File: config.mk
export PLATFORM = sky130hd
export DESIGN_NAME = suspend_wlock_ctrl
export DESIGN_NICKNAME = d
export VERILOG_FILES = /design/src/rtl/swl_pkg.sv /design/src/rtl/swl_lock.sv /design/src/rtl/swl_testmode.sv /design/src/rtl/suspend_wlock_ctrl.sv
export SDC_FILE = /design/constraint.sdc
export NUM_CORES = 1
export LEC_CHECK = 0
export BUFFER_PORTS_ARGS = -buffer_cell sky130_fd_sc_hd__buf_4
export CORE_MARGIN = 4
export CORE_UTILIZATION = 36
export CTS_CLUSTER_DIAMETER = 50
export DETAILED_ROUTE_END_ITERATION = 10
export PLACE_DENSITY = 0.77
export SLEW_MARGIN = 0
export SYNTH_ARGS = -nofsm -noshare
export SYNTH_HDL_FRONTEND = slang
export SYNTH_HIERARCHICAL = 1
export SYNTH_SLANG_ARGS = --single-unit
File: constraint.sdc
create_clock -name clk -period 2.3 [get_ports clk]
set_input_delay 0.115 -clock clk [delete_from_list [all_inputs] [get_ports clk]]
set_output_delay 0.115 -clock clk [all_outputs]
set_load 0.01 [all_outputs]
File: src/rtl/swl_pkg.sv
package swl_pkg;
  localparam int TM_W   = 8;
  localparam int B_HS   = 7;
  localparam int B_FS   = 4;
  localparam int B_PRBS = 3;
  localparam int B_K    = 2;
  localparam int B_J    = 1;
  localparam int B_SE0  = 0;
  localparam logic [TM_W-1:0] TM_MASK = 8'b1001_1111;

  typedef enum logic [1:0] {
    LK_OPEN = 2'd0,
    LK_SUSP = 2'd1,
    LK_WAIT = 2'd2
  } lock_st_e;

  function automatic logic tm_legal(input logic [TM_W-1:0] v);
    logic [1:0] spd;
    logic [2:0] ln;
    spd = 2'(v[B_HS]) + 2'(v[B_FS]);
    ln  = 3'(v[B_PRBS]) + 3'(v[B_K]) + 3'(v[B_J]) + 3'(v[B_SE0]);
    return (spd <= 2'd1) && (ln <= 3'd1);
  endfunction
endpackage

File: src/rtl/swl_lock.sv
module swl_lock
  import swl_pkg::*;
#(
  parameter int DATA_W = 16,
  parameter logic [DATA_W-1:0] UNLOCK_CODE = 16'hAA37
) (
  input  logic              clk,
  input  logic              rst_n,
  input  logic              suspend_evt,
  input  logic              resume_evt,
  input  logic              proc_pwr,
  input  logic              unl_wr,
  input  logic [DATA_W-1:0] unl_data,
  output logic              locked
);
  lock_st_e st_q, st_d;
  logic     code_ok;

  assign code_ok = unl_wr && (unl_data == UNLOCK_CODE);

  always_comb begin
    st_d = st_q;
    if (suspend_evt && !proc_pwr) begin
      st_d = LK_SUSP;
    end else begin
      case (st_q)
        LK_SUSP: if (resume_evt) st_d = LK_WAIT;
        LK_WAIT: if (code_ok)    st_d = LK_OPEN;
        default: st_d = st_q;
      endcase
    end
  end

  always_ff @(posedge clk or negedge rst_n) begin
    if (!rst_n) st_q <= LK_OPEN;
    else        st_q <= st_d;
  end

  assign locked = (st_q != LK_OPEN);

  a_r2_lock_on_suspend: assert property (@(posedge clk) disable iff (!rst_n)
    suspend_evt && !proc_pwr |=> locked);

  a_r3_powered_no_lock: assert property (@(posedge clk) disable iff (!rst_n)
    suspend_evt && proc_pwr && !locked |=> !locked);

  a_r5_stays_locked: assert property (@(posedge clk) disable iff (!rst_n)
    locked && !code_ok |=> locked);

  a_r4_no_unlock_in_suspend: assert property (@(posedge clk) disable iff (!rst_n)
    (st_q == LK_SUSP) |=> locked);
endmodule

File: src/rtl/swl_testmode.sv
module swl_testmode
  import swl_pkg::*;
(
  input  logic            clk,
  input  logic            rst_n,
  input  logic            bus_rst,
  input  logic            tm_wr,
  input  logic [TM_W-1:0] tm_data,
  output logic [TM_W-1:0] tm_q,
  output logic            tm_err
);
  logic [TM_W-1:0] merged;
  logic            ok;

  assign merged = tm_q | (tm_data & TM_MASK);
  assign ok     = tm_legal(merged);

  always_ff @(posedge clk or negedge rst_n) begin
    if (!rst_n) begin
      tm_q   <= '0;
      tm_err <= 1'b0;
    end else begin
      tm_err <= tm_wr && !ok;
      if (tm_wr && ok) tm_q <= merged;
    end
  end

  a_r8_speed_exclusive: assert property (@(posedge clk) disable iff (!rst_n)
    $onehot0({tm_q[B_HS], tm_q[B_FS]}));

  a_r9_line_exclusive: assert property (@(posedge clk) disable iff (!rst_n)
    $onehot0(tm_q[B_PRBS:B_SE0]));

  a_r10_sticky: assert property (@(posedge clk) disable iff (!rst_n)
    1'b1 |=> (($past(tm_q) & ~tm_q) == '0));

  a_r10_busrst_keep: assert property (@(posedge clk) disable iff (!rst_n)
    bus_rst && !tm_wr |=> $stable(tm_q));

  a_r12_reject_keeps: assert property (@(posedge clk) disable iff (!rst_n)
    tm_err |-> $stable(tm_q));

  a_r7_reserved_clear: assert property (@(posedge clk) disable iff (!rst_n)
    tm_q[6:5] == 2'b00);
endmodule

File: src/rtl/suspend_wlock_ctrl.sv
module suspend_wlock_ctrl
  import swl_pkg::*;
#(
  parameter int ADDR_W = 8,
  parameter int DATA_W = 16,
  parameter logic [ADDR_W-1:0] TM_ADDR  = 8'h10,
  parameter logic [ADDR_W-1:0] UNL_ADDR = 8'h11,
  parameter logic [DATA_W-1:0] UNLOCK_CODE = 16'hAA37
) (
  input  logic              clk,
  input  logic              rst_n,
  input  logic              bus_rst,
  input  logic              wr_en,
  input  logic [ADDR_W-1:0] wr_addr,
  input  logic [DATA_W-1:0] wr_data,
  input  logic              suspend_evt,
  input  logic              resume_evt,
  input  logic              proc_pwr,
  output logic              wr_pass,
  output logic              locked,
  output logic              force_hs,
  output logic              force_fs,
  output logic              prbs_en,
  output logic              k_state,
  output logic              j_state,
  output logic              se0_nak,
  output logic              chirp_dis,
  output logic              tm_err
);
  logic            hit_unl, hit_tm;
  logic [TM_W-1:0] tm_q;

  assign hit_unl = wr_en && (wr_addr == UNL_ADDR);
  assign hit_tm  = wr_en && (wr_addr == TM_ADDR) && !locked;
  assign wr_pass = wr_en && !locked && (wr_addr != UNL_ADDR) && (wr_addr != TM_ADDR);

  swl_lock #(.DATA_W(DATA_W), .UNLOCK_CODE(UNLOCK_CODE)) u_lock (
    .clk(clk), .rst_n(rst_n), .suspend_evt(suspend_evt), .resume_evt(resume_evt),
    .proc_pwr(proc_pwr), .unl_wr(hit_unl), .unl_data(wr_data), .locked(locked)
  );

  swl_testmode u_tm (
    .clk(clk), .rst_n(rst_n), .bus_rst(bus_rst), .tm_wr(hit_tm),
    .tm_data(wr_data[TM_W-1:0]), .tm_q(tm_q), .tm_err(tm_err)
  );

  assign force_hs  = tm_q[B_HS];
  assign force_fs  = tm_q[B_FS];
  assign prbs_en   = tm_q[B_PRBS];
  assign k_state   = tm_q[B_K];
  assign j_state   = tm_q[B_J];
  assign se0_nak   = tm_q[B_SE0];
  assign chirp_dis = force_hs | force_fs;

  a_r6_no_pass_locked: assert property (@(posedge clk) disable iff (!rst_n)
    locked |-> !wr_pass);

  a_r6_tm_drop_locked: assert property (@(posedge clk) disable iff (!rst_n)
    locked && wr_en && (wr_addr == TM_ADDR) |=> !tm_err);

  a_r11_chirp: assert property (@(posedge clk) disable iff (!rst_n)
    chirp_dis == (tm_q[B_HS] || tm_q[B_FS]));
endmodule

==> impl_results.md, run 1 <==
- Unrepaired setup endpoints after global routing: false
- Lkg Pwr: 0.568 nW
- Clock tree root driver cell: clkbuf_4
- Hold depth: 2
- Layout cells sized above 1: 61.2%
- 1st-pass router iterations: 2
- Fmax: about 440 MHz
- Post-DP Area: 940 µm²
- Final Util: about two thirds
- Maximum VDD drop: 0.304 mV
- Worst-skew pair later-pin latency: about 250 ps
- CTS clk-pin slew, worst paths: 70 ps
- Vias in the first global route: 658
- Drt initial violations: 7
- Via Count: 607
- Crit path max-delay family: adder cells
- Final count of hold timing violations: 0
- Post-DR wirelength/cell: around 14 µm
- Core area: 1540 µm²
- Slowest library cell on the worst path: fa_1
- HP Class: primary input to register
- I/O pins: 41
- Setup Viol. Count Final: 0
- Antenna violations before repair: 0
- Multi-input logic area: 393 µm²
- Fin crit period: between 2000 and 2500 ps
- CP arrival: 2400 ps
- Antenna cells: 0
- Clock Skew: 5.25 ps
- Die footprint: approximately 2400 µm²
- CP Launch Type: register
- WP data required: 2450 ps
- First-pass GRT wire length: 2670 µm
- PD cells: 420 nW/µm²
- Relative slew slack: 78.2%
- CTS tree: yes
- Die Ht: 49.0 µm
- Yosys warnings: 6
- Worst-Margin Slew: 325 ps
- Cells after synthesis: 54
- CTS Sinks: 9
- Final Cell Area: 1020 µm²
- Length in cells of the worst reg-to-reg path: 8
- Crit. End Element: register
- Pin count of the biggest net entering global routing: 10
- Placement row count: 14
- Chip width: between 40 and 50 µm
- Synth Area per Inst: 11.2 µm²
- Fillers: 126
- CP max FO: 6
- Status: completed
- Inst Count DP: 110
- CTS buffer count: 3
- Final antenna-violating net count: 0
- DRC errors left: 0
- Reg area: roughly 230 µm²
- CP Class: register to register
- Finished Layout Cells: 119
- Initial Utilization: around two fifths
- Cell Chain, Critical Path: or2_4 > fa_1 > ha_2 > inv_2 > ha_4 > nor3b_4 > o211a_4 > a21o_1
- Tcrit/Tclk final: 97.9%
- Clock Path Buffers: 2
- Netlist Area Pre-Place: 604 µm²
- Post-synth net total: 90
- Via density: 5.10
- GPL Wtd Cong: around 0.73
- Max-cap violations: 0
- Fin nets: between 100 and 150
- PortBufs: 39
- Crit. path cell count: 8
- Critical path buffer and inverter count: 1
- HPWL Detailed: 1410 µm
- GRT overflow: 0
- CP peak stage delay: 540 ps
- Max Slew Vio Count: 0
- H-Tree Depth: 1
- Layout area overhead: 68.1%
- Overall Global Routing Usage: 13.5%
- Total Wirelength: 1630 µm
==> per-stage QoR <==
step	total power, mW	setup slack (ps)	TNS, ps	hold WS [ps]
final	0.427	49.3	0	80.2
after global routing	0.454	2.09	0	76.3
after CTS	0.428	0.588	0	72.9
after detailed placement	0.300	-31.5	-141	-52.7
after global placement	0.293	44.8	0	-56.3
after floorplan	0.234	31.0	0	-181
==> sequential cells by signal, summed over array words and instances (netlist names) <==
register / cells
u_tm/tm_q: 6
u_lock/st_q: 2
u_tm/tm_err: 1
==> where the power goes <==
part | internal [mW] | total [mW] | switching, mW | leakage, nW
clock | 0.0668 | 0.122 | 0.0554 | 0.0150
combinational | 0.0819 | 0.132 | 0.0502 | 0.432
sequential | 0.165 | 0.173 | 0.00731 | 0.121
total | 0.314 | 0.427 | 0.113 | 0.568
==> layout make-up <==
type | instances | area share (%)
clock buffer | 4 | 2.59
inverter | 3 | 1.11
multi-input combinational | 42 | 38.7
sequential | 9 | 22.2
tap | 16 | 1.97
timing repair buffer | 45 | 33.5
==> layer usage <==
metal / GRT usage [%] / vias up / routed length, µm
met3: 3.98 / 0 / 107
met2: 25.7 / 21 / 889
met5: 0 / - / 0
li1: - / 292 / -
met4: 2.69 / 0 / 0
met1: 14.5 / 294 / 632
==> final timing paths <==
path / from / to / slack, ps
min reg2reg: u_tm/tm_q[1]$_DFFE_PN0P_ / u_tm/tm_q[1]$_DFFE_PN0P_ / 500
max reg2reg: u_tm/tm_q[0]$_DFFE_PN0P_ / u_tm/tm_q[2]$_DFFE_PN0P_ / 50
max: u_tm/tm_q[0]$_DFFE_PN0P_ / u_tm/tm_q[2]$_DFFE_PN0P_ / 50
max in group asynchronous: rst_n / u_tm/tm_q[4]$_DFFE_PN0P_ / 1950
min in group asynchronous: rst_n / u_tm/tm_q[2]$_DFFE_PN0P_ / 210
min: wr_data[0] / u_tm/tm_q[0]$_DFFE_PN0P_ / 80
==> worst reg2reg max path, cell delays in order, from the launching register on <==
cell     delay (ps)
dfrtp_1         380
or2_4           230
fa_1            540
ha_2            180
inv_2            50
ha_4            270
nor3b_4          40
o211a_4         270
a21o_1          190
==> what timing repair did <==
action,CTS,global route
gates resized for setup,4,2
hold buffers,1,0
hold endpoints to repair,9,0
pin swaps,2,4
endpoints found under the setup margin,6,7
setup buffers,2,2
==> cell usage in the layout, fill, tap and decap left out, types with 2 or more instances in the layout <==
master     instances
buf_4             44
nand4bb_1          2
nand2b_1           2
ha_2               2
a21o_1             7
clkbuf_4           3
or2_2              2
or2_4              3
inv_1              2
nand2_1            3
nor3_1             3
dfrtp_1            9
No activity file was read; power rests on OpenSTA's default activity.
==> inputs of run 2 (changes only) <==
--- a/config.mk
+++ b/config.mk
@@ -6,7 +6,7 @@
 export NUM_CORES = 1
 export LEC_CHECK = 0
 export BUFFER_PORTS_ARGS = -buffer_cell sky130_fd_sc_hd__buf_4
-export CORE_MARGIN = 4
+export CORE_MARGIN = 8
 export CORE_UTILIZATION = 36
 export CTS_CLUSTER_DIAMETER = 50
 export DETAILED_ROUTE_END_ITERATION = 10
==> run 2 against run 1 <==
Net effect:
- critical endpoint is now u_tm/tm_q[1]$_DFFE_PN0P_
- die area is 35% higher
- via count down 2.3%
- clock power about the same
- cell count is the same
- largest power group unchanged
- combinational power is 7% higher
- fmax grew 0.66%
- clock skew decreased by 3.1 ps
- register-to-register slack about the same
==> impl_results.md, run 2 (same netlist as run 1, synthesis figures left out) <==
- Sw Share: 27.6% (was 26.5%)
- Internal power: 0.316 mW (was 0.314 mW)
- Status: completed (unchanged)
- Clock Path Buffers: 2 (unchanged)
- Worst-Margin Slew: 331 ps (was 325 ps)
- CTS tree: yes (unchanged)
- I/O pins: 41 (unchanged)
- Max Slew Vio Count: 0 (unchanged)
- Clock Skew: 2.15 ps (was 5.25 ps)
- Initial Utilization: 36.6% (was 39.2%)
- CP arrival: 2390 ps (was 2400 ps)
- Worst r2r dst: u_tm/tm_q[1]$_DFFE_PN0P_ (was u_tm/tm_q[2]$_DFFE_PN0P_)
- GPL Wtd Cong: 0.715 (was 0.734)
- HP Class: primary input to register (unchanged)
- Combinational Power Share: 32.3% (was 31.0%)
- Layout cells sized above 1: 62.7% (was 61.2%)
- Inst Count DP: 113 (was 110)
- Crit path max-delay family: adder cells (unchanged)
- GRT overflow: 0 (unchanged)
- Worst-skew pair later-pin latency: 260 ps (was 250 ps)
- Flop pwr share: 39.3% (was 40.4%)
- Biggest register: u_tm/tm_q (unchanged)
- P_sw: 0.121 mW (was 0.113 mW)
- Total Wirelength: 1730 µm (was 1630 µm)
- Post-DP Area: 956 µm² (was 940 µm²)
- CP peak stage delay: 540 ps (about the same)
- Setup Viol. Count Final: 0 (unchanged)
- CP max FO: 6 (unchanged)
- Pin count of the biggest net entering global routing: 10 (unchanged)
- Hold path start: wr_data[1] (was wr_data[0])
- Fillers: 142 (was 126)
- Chip width: 57.0 µm (was 49.0 µm)
- Total Power: 0.437 mW (was 0.427 mW)
- Final Cell Area: 1020 µm² (about the same)
- Clk pwr share: 28.4% (was 28.6%)
- Layout area overhead: 69.2% (was 68.1%)
- CTS buffer count: 3 (unchanged)
- HPWL Detailed: 1500 µm (was 1410 µm)
- WP data required: 2450 ps (about the same)
- First-pass GRT wire length: 2880 µm (was 2670 µm)
- Via Count: 593 (was 607)
- RR Startpoint: u_tm/tm_q[1]$_DFFE_PN0P_ (was u_tm/tm_q[0]$_DFFE_PN0P_)
- Antenna violations before repair: 0 (unchanged)
- Fin nets: 139 (was 140)
- CTS clk-pin slew, worst paths: 60 ps (was 70 ps)
- Fmax: 447 MHz (was 444 MHz)
- 1st-pass router iterations: 3 (was 2)
- Commonest non-fill, non-tap cell in the layout: buf_4 (unchanged)
- Pre-CTS WS: -20.4 ps (was -31.5 ps)
- Die footprint: 3250 µm² (was 2400 µm²)
- WHS: 72.3 ps (was 80.2 ps)
- Max-cap violations: 0 (unchanged)
- Hold depth: 2 (unchanged)
- Largest register FFs: 6 (unchanged)
- Via density: 4.98 (was 5.10)
- Cell Chain, Critical Path: or2_4 > fa_1 > ha_2 > inv_2 > ha_4 > nor3b_4 > o211a_4 > a21o_1 (unchanged)
- CP Class: register to register (unchanged)
- Core area: 1650 µm² (was 1540 µm²)
- PortBufs: 39 (unchanged)
- H-Tree Depth: 1 (unchanged)
- PD cells: 428 nW/µm² (was 420 nW/µm²)
- Worst Hold Path EP: u_tm/tm_q[1]$_DFFE_PN0P_ (was u_tm/tm_q[0]$_DFFE_PN0P_)
- Post-DR wirelength/cell: 14.6 µm (was 13.7 µm)
- Relative slew slack: 77.7% (was 78.2%)
- Die Ht: 57.0 µm (was 49.0 µm)
- Clock tree root driver cell: clkbuf_4 (unchanged)
- Lkg Pwr: 0.570 nW (was 0.568 nW)
- Final antenna-violating net count: 0 (unchanged)
- Final worst slack: 64.1 ps (was 49.3 ps)
- Unrepaired setup endpoints after global routing: false (unchanged)
- Maximum VDD drop: 0.319 mV (was 0.304 mV)
- Crit. End Element: register (unchanged)
- DRC errors left: 0 (unchanged)
- Tcrit/Tclk final: 97.2% (was 97.9%)
- Slowest library cell on the worst path: fa_1 (unchanged)
- Placement row count: 15 (was 14)
- CTS Sinks: 9 (unchanged)
- Antenna cells: 0 (unchanged)
- Most frequent cells in the layout: buf_4, dfrtp_1, a21o_1 (unchanged)
- FF-to-FF setup slack: 60 ps (was 50 ps)
- Largest registers: u_tm/tm_q: 6 flops, u_lock/st_q: 2 flops, u_tm/tm_err: 1 flops (unchanged)
- Vias in the first global route: 670 (was 658)
- CP Launch Type: register (unchanged)
- Overall Global Routing Usage: 10.9% (was 13.5%)
- Critical path buffer and inverter count: 1 (unchanged)
- Length in cells of the worst reg-to-reg path: 8 (unchanged)
- Final count of hold timing violations: 0 (unchanged)
- Fin crit period: 2240 ps (was 2250 ps)
- Drt initial violations: 7 (unchanged)
- Finished Layout Cells: 119 (unchanged)
==> run 2: cell types whose count changed in the layout (fill, tap and decap cells not counted), sizes merged <==
cell    delta
buf        -1
clkbuf     -1
clkinv     +1
==> run 2: power groups by stage <==
stage          clock network, mW  registers [mW]  logic [mW]
2_1_floorplan                  0           0.173      0.0610
3_3_place_gp                   0           0.174       0.121
5_1_grt                    0.141           0.173       0.154
4_1_cts                    0.128           0.172       0.136
6_report                   0.124           0.172       0.141
3_5_place_dp                   0           0.175       0.126
==> run 2: layout make-up <==
type	instances	area [µm²]	area share [%]
Clock inverter	1	5.00	0.490
Clock buffer	3	22.5	2.20
Inverter	3	11.3	1.10
Timing Repair Buffer	44	333	32.6
Tap cell	17	21.3	2.08
Sequential cell	9	225	22.0
Multi-Input combinational cell	42	404	39.5
==> run 2: through the flow <==
step / TNS, ps / util (%)
after floorplan: 0 / -
after global placement: 0 / 57.9
after detailed placement: -38.6 / 57.9
after CTS: 0 / 61.1
after global routing: 0 / 61.9
final: 0 / 61.9
==> run 2: timing repair <==
action | in CTS | in global routing
resized for setup | 5 | 3
endpoints found under the hold margin | 9 | 0
pin swaps | 4 | 6
hold buffers | 1 | 0
endpoints found under the setup margin | 6 | 7
buffers inserted | 1 | 0
==> run 2: how the worst max path moves through the flow <==
| stage | slack [ps] | startpoint | end | cells after the start |
|---|---|---|---|---|
| global route | 9 | u_tm/tm_q[1]$_DFFE_PN0P_ | u_tm/tm_q[2]$_DFFE_PN0P_ | 8 |
| floorplan | 30 | u_tm/tm_q[3]$_DFFE_PN0P_ | u_tm/tm_q[0]$_DFFE_PN0P_ | 8 |
| CTS | 9 | u_tm/tm_q[0]$_DFFE_PN0P_ | u_tm/tm_q[7]$_DFFE_PN0P_ | 8 |
| finish | 60 | u_tm/tm_q[1]$_DFFE_PN0P_ | u_tm/tm_q[1]$_DFFE_PN0P_ | 8 |
| global placement | 50 | u_tm/tm_q[3]$_DFFE_PN0P_ | u_tm/tm_q[1]$_DFFE_PN0P_ | 8 |
| detailed placement | -20 | u_tm/tm_q[3]$_DFFE_PN0P_ | u_tm/tm_q[2]$_DFFE_PN0P_ | 8 |
==> run 2: metal layers <==
layer | up-vias | track usage, % | wire [µm]
li1 | 290 | - | -
met2 | 15 | 20.8 | 1050
met3 | 0 | 5.10 | 83
met1 | 288 | 9.83 | 602
met4 | 0 | 3.36 | 0
met5 | - | 0 | 0
==> inputs of run 3 (changes only) <==
--- a/config.mk
+++ b/config.mk
@@ -10,7 +10,7 @@
 export CORE_UTILIZATION = 36
 export CTS_CLUSTER_DIAMETER = 50
 export DETAILED_ROUTE_END_ITERATION = 10
-export PLACE_DENSITY = 0.77
+export PLACE_DENSITY = 0.82
 export SLEW_MARGIN = 0
 export SYNTH_ARGS = -nofsm -noshare
 export SYNTH_HDL_FRONTEND = slang
==> run 3 against run 2 <==
Net effect:
- global-route usage is 0.37 points lower
- sequential power hardly changed
- worst setup slack lost 22 ps
- combinational power down 8%
- cell count down 0.84%
- fmax decreased by 0.97%
- critical path depth unchanged
- die area is the same
- critical path type unchanged
- critical endpoint unchanged
==> impl_results.md, run 3 (same netlist as run 1, synthesis figures left out) <==
- Via density: 4.86 (was 4.98)
- Pin count of the biggest net entering global routing: 10 (unchanged)
- Core area: 1650 µm² (unchanged)
- Crit. End Element: register (unchanged)
- Max-cap violations: 0 (unchanged)
- Hold depth: 3 (was 2)
- I/O pins: 41 (unchanged)
- Crit. path cell count: 8 (unchanged)
- Placement row count: 15 (unchanged)
- Status: completed (unchanged)
- Total Power: 0.426 mW (was 0.437 mW)
- Most frequent cells in the layout: buf_4, dfrtp_1, a21o_1 (unchanged)
- Setup TNS: 0 ps (unchanged)
- HPWL Detailed: 1480 µm (was 1500 µm)
- Clock tree root driver cell: clkbuf_4 (unchanged)
- Length in cells of the worst reg-to-reg path: 8 (unchanged)
- Setup Viol. Count Final: 0 (unchanged)
- Slowest library cell on the worst path: fa_1 (unchanged)
- Tcrit/Tclk final: 98.2% (was 97.2%)
- Unrepaired setup endpoints after global routing: true (was false)
- Chip width: 57.0 µm (unchanged)
- Critical path buffer and inverter count: 1 (unchanged)
- GRT overflow: 0 (unchanged)
- Cell Chain, Critical Path: or2_4 > fa_1 > ha_2 > inv_2 > ha_1 > a21boi_1 > o211a_4 > a21o_1 (was or2_4 > fa_1 > ha_2 > inv_2 > ha_4 > nor3b_4 > o211a_4 > a21o_1)
- CTS tree: yes (unchanged)
- CTS clk-pin slew, worst paths: 60 ps (about the same)
- Worst-skew pair later-pin latency: 260 ps (about the same)
- Layout cells sized above 1: 60.4% (was 62.7%)
- Die footprint: 3250 µm² (unchanged)
- CP peak stage delay: 540 ps (about the same)
- Biggest register: u_tm/tm_q (unchanged)
- RR Startpoint: u_tm/tm_q[0]$_DFFE_PN0P_ (was u_tm/tm_q[1]$_DFFE_PN0P_)
- Post-DR wirelength/cell: 14.7 µm (was 14.6 µm)
- Maximum VDD drop: 0.354 mV (was 0.319 mV)
- Worst-Margin Slew: 346 ps (was 331 ps)
- Hold path start: suspend_evt (was wr_data[1])
- CP Launch Point: u_tm/tm_q[0]$_DFFE_PN0P_ (was u_tm/tm_q[1]$_DFFE_PN0P_)
- Via Count: 574 (was 593)
- DRC errors left: 0 (unchanged)
- Vias in the first global route: 620 (was 670)
- CP Launch Type: register (unchanged)
- CP max FO: 6 (unchanged)
- Antenna violations before repair: 0 (unchanged)
- 1st-pass router iterations: 4 (was 3)
- HP Class: primary input to register (unchanged)
- First-pass GRT wire length: 2720 µm (was 2880 µm)
- Lkg Pwr: 0.562 nW (was 0.570 nW)
- Crit path max-delay family: adder cells (unchanged)
- CTS buffer count: 3 (unchanged)
- Fin nets: 138 (was 139)
- Fillers: 148 (was 142)
- Overall Global Routing Usage: 10.6% (was 10.9%)
- Antenna cells: 0 (unchanged)
- Worst r2r dst: u_tm/tm_q[1]$_DFFE_PN0P_ (unchanged)
- Largest registers: u_tm/tm_q: 6 flops, u_lock/st_q: 2 flops, u_tm/tm_err: 1 flops (unchanged)
- CP arrival: 2410 ps (was 2390 ps)
- Total Wirelength: 1740 µm (was 1730 µm)
- PortBufs: 39 (unchanged)
- Fin crit period: 2260 ps (was 2240 ps)
- WP data required: 2450 ps (about the same)
- Final Cell Area: 998 µm² (was 1020 µm²)
- H-Tree Depth: 1 (unchanged)
- Fmax: 443 MHz (was 447 MHz)
- Commonest non-fill, non-tap cell in the layout: buf_4 (unchanged)
- Endpoint of the worst setup timing path: u_tm/tm_q[1]$_DFFE_PN0P_ (unchanged)
- Pre-CTS WS: 3.77 ps (was -20.4 ps)
- Die Ht: 57.0 µm (unchanged)
- Final antenna-violating net count: 0 (unchanged)
- Final worst slack: 42.2 ps (was 64.1 ps)
- Max Slew Vio Count: 0 (unchanged)
- Layout area overhead: 65.2% (was 69.2%)
- FF-to-FF setup slack: 40 ps (was 60 ps)
- CTS Sinks: 9 (unchanged)
- GPL Wtd Cong: 0.720 (was 0.715)
- CP Class: register to register (unchanged)
- Final count of hold timing violations: 0 (unchanged)
- Largest register FFs: 6 (unchanged)
- Post-DP Area: 941 µm² (was 956 µm²)
- Clock Path Buffers: 2 (unchanged)
- PD cells: 427 nW/µm² (was 428 nW/µm²)
- Initial Utilization: 36.6% (unchanged)
- Relative slew slack: 76.8% (was 77.7%)
- Drt initial violations: 11 (was 7)
- Clock Skew: 4.86 ps (was 2.15 ps)
==> run 3: cell count changes in the layout (fill, tap and decap cells not counted) <==
cell	before	now
buf_4	43	42
a21boi_1	0	1
or2_2	2	3
a21boi_4	1	0
ha_1	1	2
ha_2	2	1
or2_4	3	2
==> run 3: worst min path at each step <==
| stage | end |
|---|---|
| 4_1_cts | u_tm/tm_q[2]$_DFFE_PN0P_ |
| 3_3_place_gp | u_tm/tm_err$_DFF_PN0_ |
| 3_5_place_dp | u_tm/tm_q[2]$_DFFE_PN0P_ |
| 6_report | u_lock/st_q[0]$_DFFE_PN0P_ |
| 5_1_grt | u_tm/tm_q[7]$_DFFE_PN0P_ |
| 2_1_floorplan | u_lock/st_q[0]$_DFFE_PN0P_ |
==> run 3: worst min-delay path, stage by stage <==
cell      delay (ps)
buf_4             80
nand2b_1          60
nand2_1           50
==> run 3: final cells by class <==
type / count / area, µm² / area share, %
repair buffers: 43 / 325 / 32.6
well taps: 17 / 21.3 / 2.13
clock inverters: 1 / 5.00 / 0.501
flip-flops and latches: 9 / 225 / 22.6
inverters: 3 / 11.3 / 1.13
multi-input cells: 42 / 388 / 38.8
clock buffers: 3 / 22.5 / 2.26
==> run 3: what timing repair did <==
action                     4_1_cts  5_1_grt
pin swaps                        1       10
hold endpoints to repair         9        0
setup buffers                    0        2
gates resized for setup          3        1
setup endpoints to repair        6        7
hold buffers                     1        0
==> run 3: per-layer routing <==
metal	routed length, µm	up-vias	GRT usage (%)
met1	590	268	9.28
met5	0	-	0
li1	-	289	-
met4	20	0	3.69
met3	85	4	5.10
met2	1040	13	20.0
==> run 3: where the power goes <==
| part | switching [mW] | internal (mW) | total, mW |
|---|---|---|---|
| clock | 0.0614 | 0.0643 | 0.126 |
| sequential | 0.00545 | 0.165 | 0.171 |
| combinational | 0.0510 | 0.0792 | 0.130 |
==> run 3: through the flow <==
stage	instances	hold WS (ps)	util (%)
after floorplan	54	-181	-
after global placement	111	-53.8	57.0
after detailed placement	111	-52.9	57.0
after CTS	116	57.4	59.4
after global routing	118	68.7	60.5
final	118	70.3	60.5
